### src/rtl/phrot_pkg.sv
package phrot_pkg;

  typedef enum logic [1:0] {
    PH_IDLE,
    PH_ACT_WAIT,
    PH_PARK_WAIT
  } phState_t;

  typedef struct packed {
    logic bumpAct;    // acknowledged step of the active unit
    logic bumpStby;   // acknowledged parking step of the standby unit
    logic swapRoles;  // exchange active and standby
    logic flipDir;    // reverse the rotation direction
    logic armGap;     // restart the request spacing window
  } phStrobe_t;

endpackage

### src/rtl/phrot_datapath.sv
module phrot_datapath
  import phrot_pkg::*;
#(
  parameter int SET_W       = 8,
  parameter int MIN_SPACING = 100
) (
  input  logic      clk,
  input  logic      rstN,
  input  phStrobe_t stb,
  output logic      actSel,
  output logic      rotUp,
  output logic      actAtEdge,
  output logic      stbyParked,
  output logic      gapDone
);

  localparam int SET_MAX  = (1 << SET_W) - 1;
  localparam int SET_MID  = 1 << (SET_W - 1);
  localparam int GAP_W    = $clog2(MIN_SPACING + 1);
  localparam int GAP_LOAD = (MIN_SPACING > 0) ? MIN_SPACING - 1 : 0;

  logic [SET_W-1:0] actSet;
  logic [SET_W-1:0] stbySet;
  logic [SET_W-1:0] parkEnd;
  logic [GAP_W-1:0] gapCnt;

  // one shadow setting per unit
  for (genvar u = 0; u < 2; u++) begin : g_unit
    localparam logic [SET_W-1:0] RESET_VAL = (u == 0) ? SET_W'(SET_MID) : '0;
    logic             isAct;
    logic [SET_W-1:0] setting;

    assign isAct = (actSel == (u == 1));

    always_ff @(posedge clk) begin
      if (!rstN) begin
        setting <= RESET_VAL;
      end else if (stb.bumpAct && isAct) begin
        setting <= rotUp ? setting + 1'b1 : setting - 1'b1;
      end else if (stb.bumpStby && !isAct) begin
        // parking moves against the rotation
        setting <= rotUp ? setting - 1'b1 : setting + 1'b1;
      end
    end
  end

  assign actSet     = actSel ? g_unit[1].setting : g_unit[0].setting;
  assign stbySet    = actSel ? g_unit[0].setting : g_unit[1].setting;
  assign parkEnd    = rotUp ? '0 : SET_W'(SET_MAX);
  assign stbyParked = (stbySet == parkEnd);
  assign actAtEdge  = rotUp ? (actSet == SET_W'(SET_MAX)) : (actSet == '0);

  always_ff @(posedge clk) begin
    if (!rstN) begin
      actSel <= 1'b0;
      rotUp  <= 1'b1;
    end else begin
      if (stb.swapRoles) actSel <= ~actSel;
      if (stb.flipDir)   rotUp  <= ~rotUp;
    end
  end

  always_ff @(posedge clk) begin
    if (!rstN) begin
      gapCnt <= '0;
    end else if (stb.armGap) begin
      gapCnt <= GAP_W'(GAP_LOAD);
    end else if (gapCnt != '0) begin
      gapCnt <= gapCnt - 1'b1;
    end
  end

  assign gapDone = (gapCnt == '0);

endmodule

### src/rtl/phrot_control.sv
module phrot_control
  import phrot_pkg::*;
(
  input  logic       clk,
  input  logic       rstN,
  input  logic       reqValid,
  input  logic       reqUp,
  input  logic       doneA,
  input  logic       doneB,
  input  logic       actSel,
  input  logic       rotUp,
  input  logic       actAtEdge,
  input  logic       stbyParked,
  input  logic       gapDone,
  output phStrobe_t  stb,
  output logic [1:0] stepEn,
  output logic [1:0] stepDir,
  output logic       reqReady
);

  phState_t state, stateNext;
  logic     doneAct, doneStby;
  logic     stbyIdx;

  assign doneAct  = actSel ? doneB : doneA;
  assign doneStby = actSel ? doneA : doneB;
  assign stbyIdx  = ~actSel;

  always_comb begin
    stb       = '0;
    stepEn    = '0;
    stepDir   = '0;
    reqReady  = 1'b0;
    stateNext = state;
    unique case (state)
      PH_IDLE: begin
        if (!stbyParked) begin
          stepEn[stbyIdx]  = 1'b1;
          stepDir[stbyIdx] = ~rotUp;
          stateNext        = PH_PARK_WAIT;
        end else if (reqValid && (reqUp != rotUp)) begin
          stb.flipDir = 1'b1;
        end else begin
          reqReady = gapDone;
          if (reqValid && gapDone) begin
            stb.armGap = 1'b1;
            if (actAtEdge) begin
              stb.swapRoles = 1'b1;
            end else begin
              stepEn[actSel]  = 1'b1;
              stepDir[actSel] = rotUp;
              stateNext       = PH_ACT_WAIT;
            end
          end
        end
      end
      PH_ACT_WAIT: begin
        if (doneAct) begin
          stb.bumpAct = 1'b1;
          stateNext   = PH_IDLE;
        end
      end
      PH_PARK_WAIT: begin
        if (doneStby) begin
          stb.bumpStby = 1'b1;
          stateNext    = PH_IDLE;
        end
      end
      default: stateNext = PH_IDLE;
    endcase
  end

  always_ff @(posedge clk) begin
    if (!rstN) state <= PH_IDLE;
    else       state <= stateNext;
  end

endmodule

### src/rtl/phase_pingpong_ctrl.sv
module phase_pingpong_ctrl
  import phrot_pkg::*;
#(
  parameter int SET_W       = 8,
  parameter int MIN_SPACING = 100
) (
  input  logic clk,
  input  logic rstN,
  input  logic reqValid,
  input  logic reqUp,
  output logic reqReady,
  output logic stepEnA,
  output logic stepDirA,
  input  logic doneA,
  output logic stepEnB,
  output logic stepDirB,
  input  logic doneB,
  output logic clkSel
);

  phStrobe_t  stb;
  logic       actSel, rotUp, actAtEdge, stbyParked, gapDone;
  logic [1:0] stepEn, stepDir;

  phrot_control u_ctl (
    .clk        (clk),
    .rstN       (rstN),
    .reqValid   (reqValid),
    .reqUp      (reqUp),
    .doneA      (doneA),
    .doneB      (doneB),
    .actSel     (actSel),
    .rotUp      (rotUp),
    .actAtEdge  (actAtEdge),
    .stbyParked (stbyParked),
    .gapDone    (gapDone),
    .stb        (stb),
    .stepEn     (stepEn),
    .stepDir    (stepDir),
    .reqReady   (reqReady)
  );

  phrot_datapath #(
    .SET_W       (SET_W),
    .MIN_SPACING (MIN_SPACING)
  ) u_dp (
    .clk        (clk),
    .rstN       (rstN),
    .stb        (stb),
    .actSel     (actSel),
    .rotUp      (rotUp),
    .actAtEdge  (actAtEdge),
    .stbyParked (stbyParked),
    .gapDone    (gapDone)
  );

  assign stepEnA  = stepEn[0];
  assign stepDirA = stepDir[0];
  assign stepEnB  = stepEn[1];
  assign stepDirB = stepDir[1];
  assign clkSel   = actSel;

endmodule

### config.mk
export PLATFORM = sky130hd
export DESIGN_NAME = phase_pingpong_ctrl
export DESIGN_NICKNAME = d
export VERILOG_FILES = /design/src/rtl/phrot_pkg.sv /design/src/rtl/phrot_datapath.sv /design/src/rtl/phrot_control.sv /design/src/rtl/phase_pingpong_ctrl.sv
export SDC_FILE = /design/constraint.sdc
export NUM_CORES = 1
export LEC_CHECK = 0
export CAP_MARGIN = 20
export CELL_PAD_IN_SITES_DETAIL_PLACEMENT = 1
export CELL_PAD_IN_SITES_GLOBAL_PLACEMENT = 1
export CORE_MARGIN = 2
export CORE_UTILIZATION = 35
export DETAILED_ROUTE_END_ITERATION = 8
export DONT_BUFFER_PORTS = 1
export PLACE_DENSITY_LB_ADDON = 0.1
export SLEW_MARGIN = 20
export SYNTH_ARGS = -nofsm -noshare
export SYNTH_HDL_FRONTEND = slang
export SYNTH_SLANG_ARGS = --single-unit
export TNS_END_PERCENT = 20
### constraint.sdc
create_clock -name clk -period 2.7 [get_ports clk]
set_input_delay 0.54 -clock clk [delete_from_list [all_inputs] [get_ports clk]]
set_output_delay 0.54 -clock clk [all_outputs]
set_load 0.01 [all_outputs]
# [Word-level counts from Yosys, hierarchy flattened]
# Cells that the tools add are included.
[classes] add_sub_neg=5 n_lt_le_gt_ge=4 n_eq_ne=10 mux=52 n_bitwise=5 reduce_logical=18
[ops] cell="$mux W8" count=11
[ops] cell="$mux W2" count=16
[ops] cell="$mux W1" count=18
[ops] cell="$add A8 B1 Y8 const B" count=2
[ops] cell="$sub A8 B1 Y8 const B" count=2
[ops] cell="$mux W7" count=2
[ops] cell="$ne A3 B3 Y1 const B" count=3
[ops] cell="$eq A8 B8 Y1" count=1
[ops] cell="$eq A8 B8 Y1 const B" count=1
[ops] cell="$logic_and A1 B1 Y1" count=8
[ops] cell="$logic_not A8 Y1" count=1
[ops] cell="$logic_not A7 Y1" count=1
[ops] cell="$reduce_bool A7 Y1" count=1
[ops] cell="$sub A7 B1 Y7 const B" count=1
[ops] cell="$mux W3" count=2
[ops] cell="$pmux W2 S3" count=1
[ops] cell="$reduce_bool A2 Y1" count=3
[ops] cell="$reduce_and A5 Y1" count=1
[ops] cell="$and A2 B2 Y2" count=2
[ops] cell="$lt A1 B2 Y1 const B" count=2
[ops] cell="$ne A2 B1 Y1 const B" count=2
[ops] cell="$not A1 Y1" count=3
[ops] cell="$demux W1 S1" count=2
[ops] cell="$eq A2 B1 Y1 const B" count=1
[ops] cell="6 further kinds" count=7
[word_totals] regBits=27 input_bits=6 output_inout_bits=6 elab_cells=101

# [Logic depth before layout (Yosys ltp)]
# Gate-level depths: netlist of the first run.
[depth] ltp_word=10 ltp_mapped=7

# [Hierarchy]
# From an unflattened synthesis of the first run, not the netlist that was laid out.
[hier_totals] hier_cells=221 hier_area_um2=1846.8
[modules_own_cells] mod="phrot_datapath" n_inst=1 cells_each=185 area_each_um2=1587.8
[modules_own_cells] mod="phrot_control" n_inst=1 cells_each=36 area_each_um2=259.0

# [Worst setup path before layout of the first run]
# No wires, ideal clock.
[synth_path] path_kind="reg-to-output" startpoint="register u_dp.g_unit[1].setting[0]" endpoint="output stepEnA" arrival_time_ps=1842 slack_ps=318 path_stages_with_launch=7 path_buffers=1 path_cell_list="dfxtp_1 > or4_1 > buf_2 > nor4_4 > a311oi_1 > nand2b_1 > o31ai_1"
[synth_via] elab_chain_cells=8 word_cells_on_any_way=11 cone_classes="eq/ne (2); mux (8); reduce/logical (1)"
[synth_lines] item="start: declaration" line_no="phrot_datapath.sv:31" text="logic [SET_W-1:0] setting;"
[synth_lines] item="start signal: assignment" line_no="phrot_datapath.sv:39" text="setting <= rotUp ? setting + 1'b1 : setting - 1'b1;"
[synth_lines] item="start signal: assignment" line_no="phrot_datapath.sv:42" text="setting <= rotUp ? setting - 1'b1 : setting + 1'b1;"
[synth_lines] item="$mux W8" line_no="phrot_datapath.sv:47" text="assign actSet = actSel ? g_unit[1].setting : g_unit[0].setting;"
[synth_lines] item="$eq A8 B8 Y1 or $logic_not A8 Y1 (tied branches)" line_no="phrot_datapath.sv:51" text="assign actAtEdge = rotUp ? (actSet == SET_W'(SET_MAX)) : (actSet == '0);"
[synth_lines] item="$mux W1" line_no="phrot_datapath.sv:51"
[synth_lines] item="$mux W2" line_no="phrot_control.sv:47" text="if (actAtEdge) begin"
[synth_lines] item="$mux W2" line_no="phrot_control.sv:45" text="if (reqValid && gapDone) begin"
[synth_lines] item="$mux W2" line_no="phrot_control.sv:41" text="end else if (reqValid && (reqUp != rotUp)) begin"
[synth_lines] item="$mux W2 (*)" line_no="phrot_control.sv:37" text="if (!stbyParked) begin"
[synth_lines] item="$mux W2 (*)" line_no="phrot_control.sv:35" text="unique case (state)"
[synth_lines] item="end: declaration" line_no="phase_pingpong_ctrl.sv:12" text="output logic stepEnA,"
# Every way passes the cells marked *; elsewhere a longest branch is shown, timed or not.

# [Worst setup path in the final report of the first run]
[layout_path] startpoint="register u_dp.g_unit[0].setting[4]" endpoint="output stepEnA"
[layout_via] elab_chain_cells=8 word_cells_on_any_way=11 cone_classes="eq/ne (2); mux (8); reduce/logical (1)"
[layout_lines] item="start: declaration" line_no="phrot_datapath.sv:31"
[layout_lines] item="start signal: assignment" line_no="phrot_datapath.sv:39"
[layout_lines] item="start signal: assignment" line_no="phrot_datapath.sv:42"
[layout_lines] item="$mux W8" line_no="phrot_datapath.sv:47"
[layout_lines] item="$eq A8 B8 Y1 or $logic_not A8 Y1 (tied branches)" line_no="phrot_datapath.sv:51"
[layout_lines] item="$mux W1" line_no="phrot_datapath.sv:51"
[layout_lines] item="$mux W2" line_no="phrot_control.sv:47"
[layout_lines] item="$mux W2" line_no="phrot_control.sv:45"
[layout_lines] item="$mux W2" line_no="phrot_control.sv:41"
[layout_lines] item="$mux W2 (*)" line_no="phrot_control.sv:37"
[layout_lines] item="$mux W2 (*)" line_no="phrot_control.sv:35"
# Marks and branches as above.

==> impl_metrics.json, run 1 <==
{
  "gr-usage-all-layers_pct": 17.8,
  "viasPerCell": 5.67,
  "multi_input_area_um2": 1410,
  "clkTransAtPathRegs_ns": 0.10,
  "h-tree-depth": 1,
  "clock_sinks": 27,
  "synth-async-reset-ratio_pct": 0,
  "final_area_um2": 2290,
  "seq_power_share_pct": 25.8,
  "power_switching_mw": 0.991,
  "worst-path-buf-inv": 1,
  "finClkSkew_ns": 0.00322,
  "critPathTopFamily": "simple AND/OR/NAND/NOR gates",
  "r2r_start": "u_dp.actSel$_SDFFE_PN0P_",
  "vias": 1860,
  "drtAntennaViolNets": 0,
  "drv_slew": 0,
  "cp_max_fo": 11,
  "placed_area_um2": 2120,
  "worstMarginPinSlew_ns": 0.583,
  "maxSlewHeadroom_pct": 60.9,
  "yosys_warnings": 0,
  "root_buffer": "clkbuf_8",
  "grt_max_degree": 21,
  "synth-seq-cells": 27,
  "cts_hold_buffers": 0,
  "hold_viol": 0,
  "dieArea_um2": 6190,
  "die_w_um": 78.7,
  "clockBufferDepth": 2,
  "fp-row-count": 27,
  "final_nets": 268,
  "synth-main-ff-cell": "dfxtp_1",
  "synth_edf_count": 0,
  "leakage_nw": 0.859,
  "power.density_nw_per_um2": 1010,
  "max_freq_mhz": 373,
  "grt_setup_unrepaired": "yes",
  "combinationalPowerShare_pct": 63.6,
  "routed_wl_um": 5320,
  "regToRegSetupSlack_ns": 0.49,
  "netlist_instances": 243,
  "clk_latency_ns": 0.28,
  "hold_start": "rstN",
  "seq_area_frac_synth_pct": 27.7,
  "drcViolationCount": 0,
  "p_int_mw": 1.32,
  "gp_congestion": 0.820,
  "initial_core_util_pct": 35.9,
  "ys_types": 52,
  "diodes": 0,
  "finalCritPeriodShare_pct": 99.2,
  "syn_area_per_cell_um2": 8.04,
  "stdcell_count": 328,
  "grt_antenna_before_repair": 0,
  "peakVddDrop_uv": 467,
  "finalPower_mw": 2.31,
  "syn_to_final_growth_pct": 17.0,
  "arrival_ns": 2.14,
  "drtIter0Drc": 58,
  "hpwlAfterDp_um": 3780,
  "chipHeight_um": 78.7,
  "ioPinCount": 12,
  "outcome": "finished clean",
  "synth_nets": 254,
  "cts_inserted_buffers": 3,
  "hold_class": "in -> reg",
  "period_needed_ns": 2.68,
  "netlist_area_um2": 1950,
  "register_area_um2": 552,
  "fill_cells": 666,
  "grt_pass1_wl_um": 8800,
  "slowest_delay_ns": 0.57,
  "path_cells": "or4_4, mux2i_2, a311oi_2, nand2b_4, o31ai_2, buf_4",
  "required_ns": 2.16,
  "endpoint_kind": "primary output",
  "dr.pass1.iters": 4,
  "crit_start": "u_dp.g_unit[0].setting[4]$_SDFFE_PN0P_",
  "placed_cells": 320,
  "drv_cap": 0,
  "sw_frac_of_total_pct": 42.9,
  "clockPowerShare_pct": 10.6,
  "setup.worst_path.class": "reg -> out",
  "drive_gt1_share_pct": 21.9,
  "start_kind": "flip-flop",
  "slowest_stage": "or4_4",
  "grt_pass1_vias": 1835,
  "wl_per_cell_um": 16.2,
  "core_area_um2": 5440,
  "grt_overflow": 0,
  "setup-violations-final": 0,
  "cts_tree": "done",
  "port_buffers": 0
}
[synthesized netlist by cell type, drive strengths merged (2+ instances only)]
cell type,number,area (um^2)
o21a,4,30.0
nor2,14,52.6
o22ai,2,12.5
nor4,3,33.8
clkbuf,8,30.0
o31ai,3,22.5
nand2,17,63.8
nand2b,9,56.3
xor2,2,17.5
xnor2,9,93.8
a31oi,3,18.8
dfxtp,27,541
and2,2,12.5
buf,4,25.0
nand4,8,50.1
nand3b,2,15.0
nor3,15,80.1
and4,3,26.3
inv,8,30.0
ha,5,62.6
or3,11,70.1
nor3b,3,22.5
o21ai,12,60.1
nand3,10,50.1
and3,5,32.5
a21oi,14,70.1
mux2i,20,200
or4,5,41.3
[final timing paths]
path / cells past startpoint / end
worst min-delay path: 1 / u_dp.g_unit[0].setting[7]$_SDFFE_PN1P_
worst max-delay path: 6 / stepEnA
worst min register to register: 2 / u_dp.g_unit[1].setting[7]$_SDFFE_PN0P_
worst max register to register: 6 / u_dp.g_unit[0].setting[2]$_SDFFE_PN0P_
[repair_timing]
item,in CTS,in global routing
pin swaps,1,4
setup endpoints to repair,5,5
endpoints found under the hold margin,0,0
setup buffers,0,4
gates resized for setup,6,19
[state kept, by name (all words and copies together) (netlist names)]
| name | cells |
|---|---|
| u_dp.g_unit.setting | 16 |
| u_dp.gapCnt | 7 |
| u_ctl.state | 2 |
| u_dp.actSel | 1 |
| u_dp.rotUp | 1 |
[through the flow]
| step | hold WS, ns | worst slack, ns | setup TNS (ns) | util, % |
|---|---|---|---|---|
| 2_1_floorplan | 0.453 | 0.318 | 0 | - |
| 3_3_place_gp | 0.477 | 0.181 | 0 | 38.9 |
| 3_5_place_dp | 0.483 | 0.149 | 0 | 38.9 |
| 4_1_cts | 0.318 | -0.0391 | -0.0881 | 40.2 |
| 5_1_grt | 0.329 | -0.0725 | -0.213 | 42.0 |
| 6_report | 0.331 | 0.0217 | 0 | 42.0 |
[cell usage in the layout (no fill, tap or decap), types with 2 or more instances in the layout]
cell      netlist  routed
nor3b_1         3       3
clkbuf_8        0       3
xnor2_1         7       7
nand2b_1        9       8
and3_1          4       4
nand4_1         8       8
inv_1           7       7
o21a_1          4       4
nand2_1        17      17
xnor2_2         2       2
or4_4           1       4
dfxtp_1        27      20
buf_4           0      21
a31oi_1         3       3
o21ai_0        12      11
a21oi_1        14      14
mux2i_1        20      18
dfxtp_2         0       6
o31ai_2         0       2
xor2_1          2       2
nor3_1         14      13
and4_1          3       3
nor4_1          2       2
nand3_1        10      10
or3_1          10      10
nor2_1         14      13
nand3b_1        2       2
ha_1            5       5
and2_1          2       2
[power by group through the flow]
stage	Sequential, mW	Clock, mW	Combinational [mW]
floorplan	0.576	0	0.948
global placement	0.596	0	1.24
detailed placement	0.599	0	1.25
CTS	0.593	0.257	1.30
global route	0.611	0.274	1.62
finish	0.595	0.245	1.47
[layer usage]
metal	vias up	part of all wire [%]	routed length [um]	global-route usage, %
li1	924	-	-	-
met1	915	49	2610	23.5
met2	15	47	2520	29.7
met3	6	2.1	114	2.84
met4	0	1.4	76	5.44
met5	-	0	0	0
[logic make-up after synthesis]
kind of cell / after synthesis / share of synthesized area [%]
and+or+nand+nor: 112 / 33.5
adders and majority gates: 5 / 3.20
DFF: 27 / 27.7
buffers and inverters: 21 / 4.55
AOI/OAI and AO/OA: 47 / 15.1
muxes: 20 / 10.2
xor gates and xnor gates: 11 / 5.70
[worst register-to-register path, cell delays in order, from the launching register on]
cell and delay [ns]:
dfxtp_2 0.48, buf_4 0.27, and4bb_2 0.27, xnor2_2 0.47, mux2i_1 0.17, or3_1 0.32, a21oi_1 0.16
[area by class of cell]
| class | count | share of cell area, % |
|---|---|---|
| inverters | 9 | 1.48 |
| repair buffers | 21 | 6.90 |
| flip-flops and latches | 27 | 24.1 |
| well taps | 72 | 3.94 |
| clock buffers | 3 | 1.81 |
| clock inverters | 1 | 0.219 |
| multi-input cells | 195 | 61.5 |
No activity file was read; power rests on OpenSTA's default activity.
==> run 2: changes to the inputs <==
Settings changed: CTS_BUF_LIST set to sky130_fd_sc_hd__clkbuf_2.
==> run 2 against run 1 <==
  * The flow now finishes with violations (setup timing)
  * Clock-buffer cell count did not move
  * Sequential share of layout area is 0.097 points lower
  * Design area up 2.7%
  * Core utilization increased by 1.1 points
  * Fmax is 3.8% lower
  * Critical path type unchanged
  * Clock power down 28%
  * Largest cell class unchanged
  * Hold slack worse by 0.16 ns
  * Total power shrank 0.75%
  * Critical path depth unchanged
  * Die area is the same
==> impl_metrics.json, run 2 (synthesis gave the netlist of run 1 again) <==
{
  "required_ns": 2.16,
  "grt_pass1_wl_um": 9430,
  "clk_latency_ns": 0.41,
  "crit_start": "u_dp.g_unit[1].setting[7]$_SDFFE_PN0P_",
  "wl_per_cell_um": 16.6,
  "cp_max_fo": 3,
  "grt_antenna_before_repair": 0,
  "met1_length_um": 2690,
  "arrival_ns": 2.24,
  "hold_viol": 0,
  "routed_wl_um": 5570,
  "cts_tree": "done",
  "syn_to_final_growth_pct": 20.2,
  "dp_worst_setup_slack_ns": 0.149,
  "start_kind": "flip-flop",
  "hold_class": "in -> reg",
  "placed_cells": 320,
  "largest-register": "u_dp.g_unit.setting",
  "vias": 1894,
  "grt_overflow": 0,
  "final_nets": 275,
  "peakVddDrop_uv": 474,
  "worstMarginPinSlew_ns": 0.586,
  "grt_max_degree": 21,
  "cts_hold_buffers": 0,
  "initial_core_util_pct": 35.9,
  "tns_ns": -0.279,
  "failed_checks": "setup timing",
  "drtAntennaViolNets": 0,
  "stdcell_count": 335,
  "max_freq_mhz": 359,
  "power.density_nw_per_um2": 976,
  "maxSlewHeadroom_pct": 60.7,
  "clock_sinks": 27,
  "met3WireLength_um": 129,
  "grt_pass1_vias": 1907,
  "layout.cells.most_common": "buf_4",
  "mostFrequentLayoutCells": "28 x buf_4, 18 x mux2i_1, 17 x nand2_1, 16 x dfxtp_1, 14 x a21oi_1",
  "period_needed_ns": 2.78,
  "clockBufferDepth": 2,
  "wl_met2_um": 2660,
  "outcome": "finished with violations",
  "leakage_nw": 0.897,
  "drv_slew": 0,
  "h-tree-depth": 1,
  "r2r_start": "u_dp.actSel$_SDFFE_PN0P_",
  "gr-usage-all-layers_pct": 19.0,
  "setup-violations-final": 5,
  "finClkSkew_ns": 0.0332,
  "core_area_um2": 5440,
  "holdWs_ns": 0.168,
  "drive_gt1_share_pct": 27.0,
  "chipHeight_um": 78.7,
  "drtIter0Drc": 38,
  "worst_slack_ns": -0.0835,
  "endpoint_kind": "primary output",
  "highest_layer": "met4",
  "gp_congestion": 0.820,
  "finalCritPeriodShare_pct": 103,
  "port_buffers": 0,
  "fp-row-count": 27,
  "setup.worst_path.class": "reg -> out",
  "root_buffer": "clkbuf_2",
  "drcViolationCount": 0,
  "grt_setup_unrepaired": "yes",
  "hpwlAfterDp_um": 3780,
  "clkTransAtPathRegs_ns": 0.32,
  "dr.pass1.iters": 4,
  "drv_cap": 0,
  "dieArea_um2": 6190,
  "viasPerCell": 5.65,
  "finalPower_mw": 2.29,
  "ioPinCount": 12,
  "diodes": 0,
  "largest_reg_flops": 16,
  "hold_start": "rstN",
  "top_regs": "u_dp.g_unit.setting x16, u_dp.gapCnt x7, u_ctl.state x2",
  "die_w_um": 78.7,
  "cts_inserted_buffers": 3
}
run 2: worst max-delay path, cell delays in order, from the launching register on:
cell and delay, ns:
dfxtp_2 0.40, or4_4 0.54, nor4_4 0.30, a311oi_2 0.08, nand2b_4 0.18, o31ai_2 0.17, buf_4 0.15
run 2: final timing paths:
check,to,slack [ns],depth (start not counted)
max,stepEnA,-0.08,6
max reg2reg,u_dp.g_unit[1].setting[6]$_SDFFE_PN0P_,0.48,6
min reg2reg,u_ctl.state[1]$_SDFFE_PN0P_,0.54,1
min,u_dp.g_unit[0].setting[7]$_SDFFE_PN1P_,0.17,1
run 2: area by class of cell:
cell class,count,area [um^2]
multi-input cells,195,1430
flip-flops and latches,27,564
well taps,72,90.1
clock inverters,1,5.00
clock buffers,3,15.0
fillers,652,3090
repair buffers,28,210
inverters,9,33.8
run 2: power by group:
group | internal [mW] | total, mW | switching, mW | leakage [nW]
Clock | 0.0335 | 0.177 | 0.143 | 0.0164
Sequential | 0.501 | 0.598 | 0.0970 | 0.226
Combinational | 0.741 | 1.52 | 0.775 | 0.655
run 2: per-layer routing:
metal  global-route usage, %  vias up
met5                       0        -
met4                    4.74        0
met3                    2.73        9
met2                    32.4       19
met1                    25.2      923
li1                        -      943
run 2: stage by stage:
stage / util (%) / instance area (um^2)
detailed placement: 38.9 / 2120
CTS: 42.7 / 2320
global placement: 38.9 / 2120
global route: 43.2 / 2350
floorplan: - / 1950
finish: 43.2 / 2350
run 2: timing repair:
action	CTS	global route
setup buffers	11	0
pin swaps	5	3
resized for setup	30	8
endpoints found under the setup margin	5	5
endpoints found under the hold margin	0	0
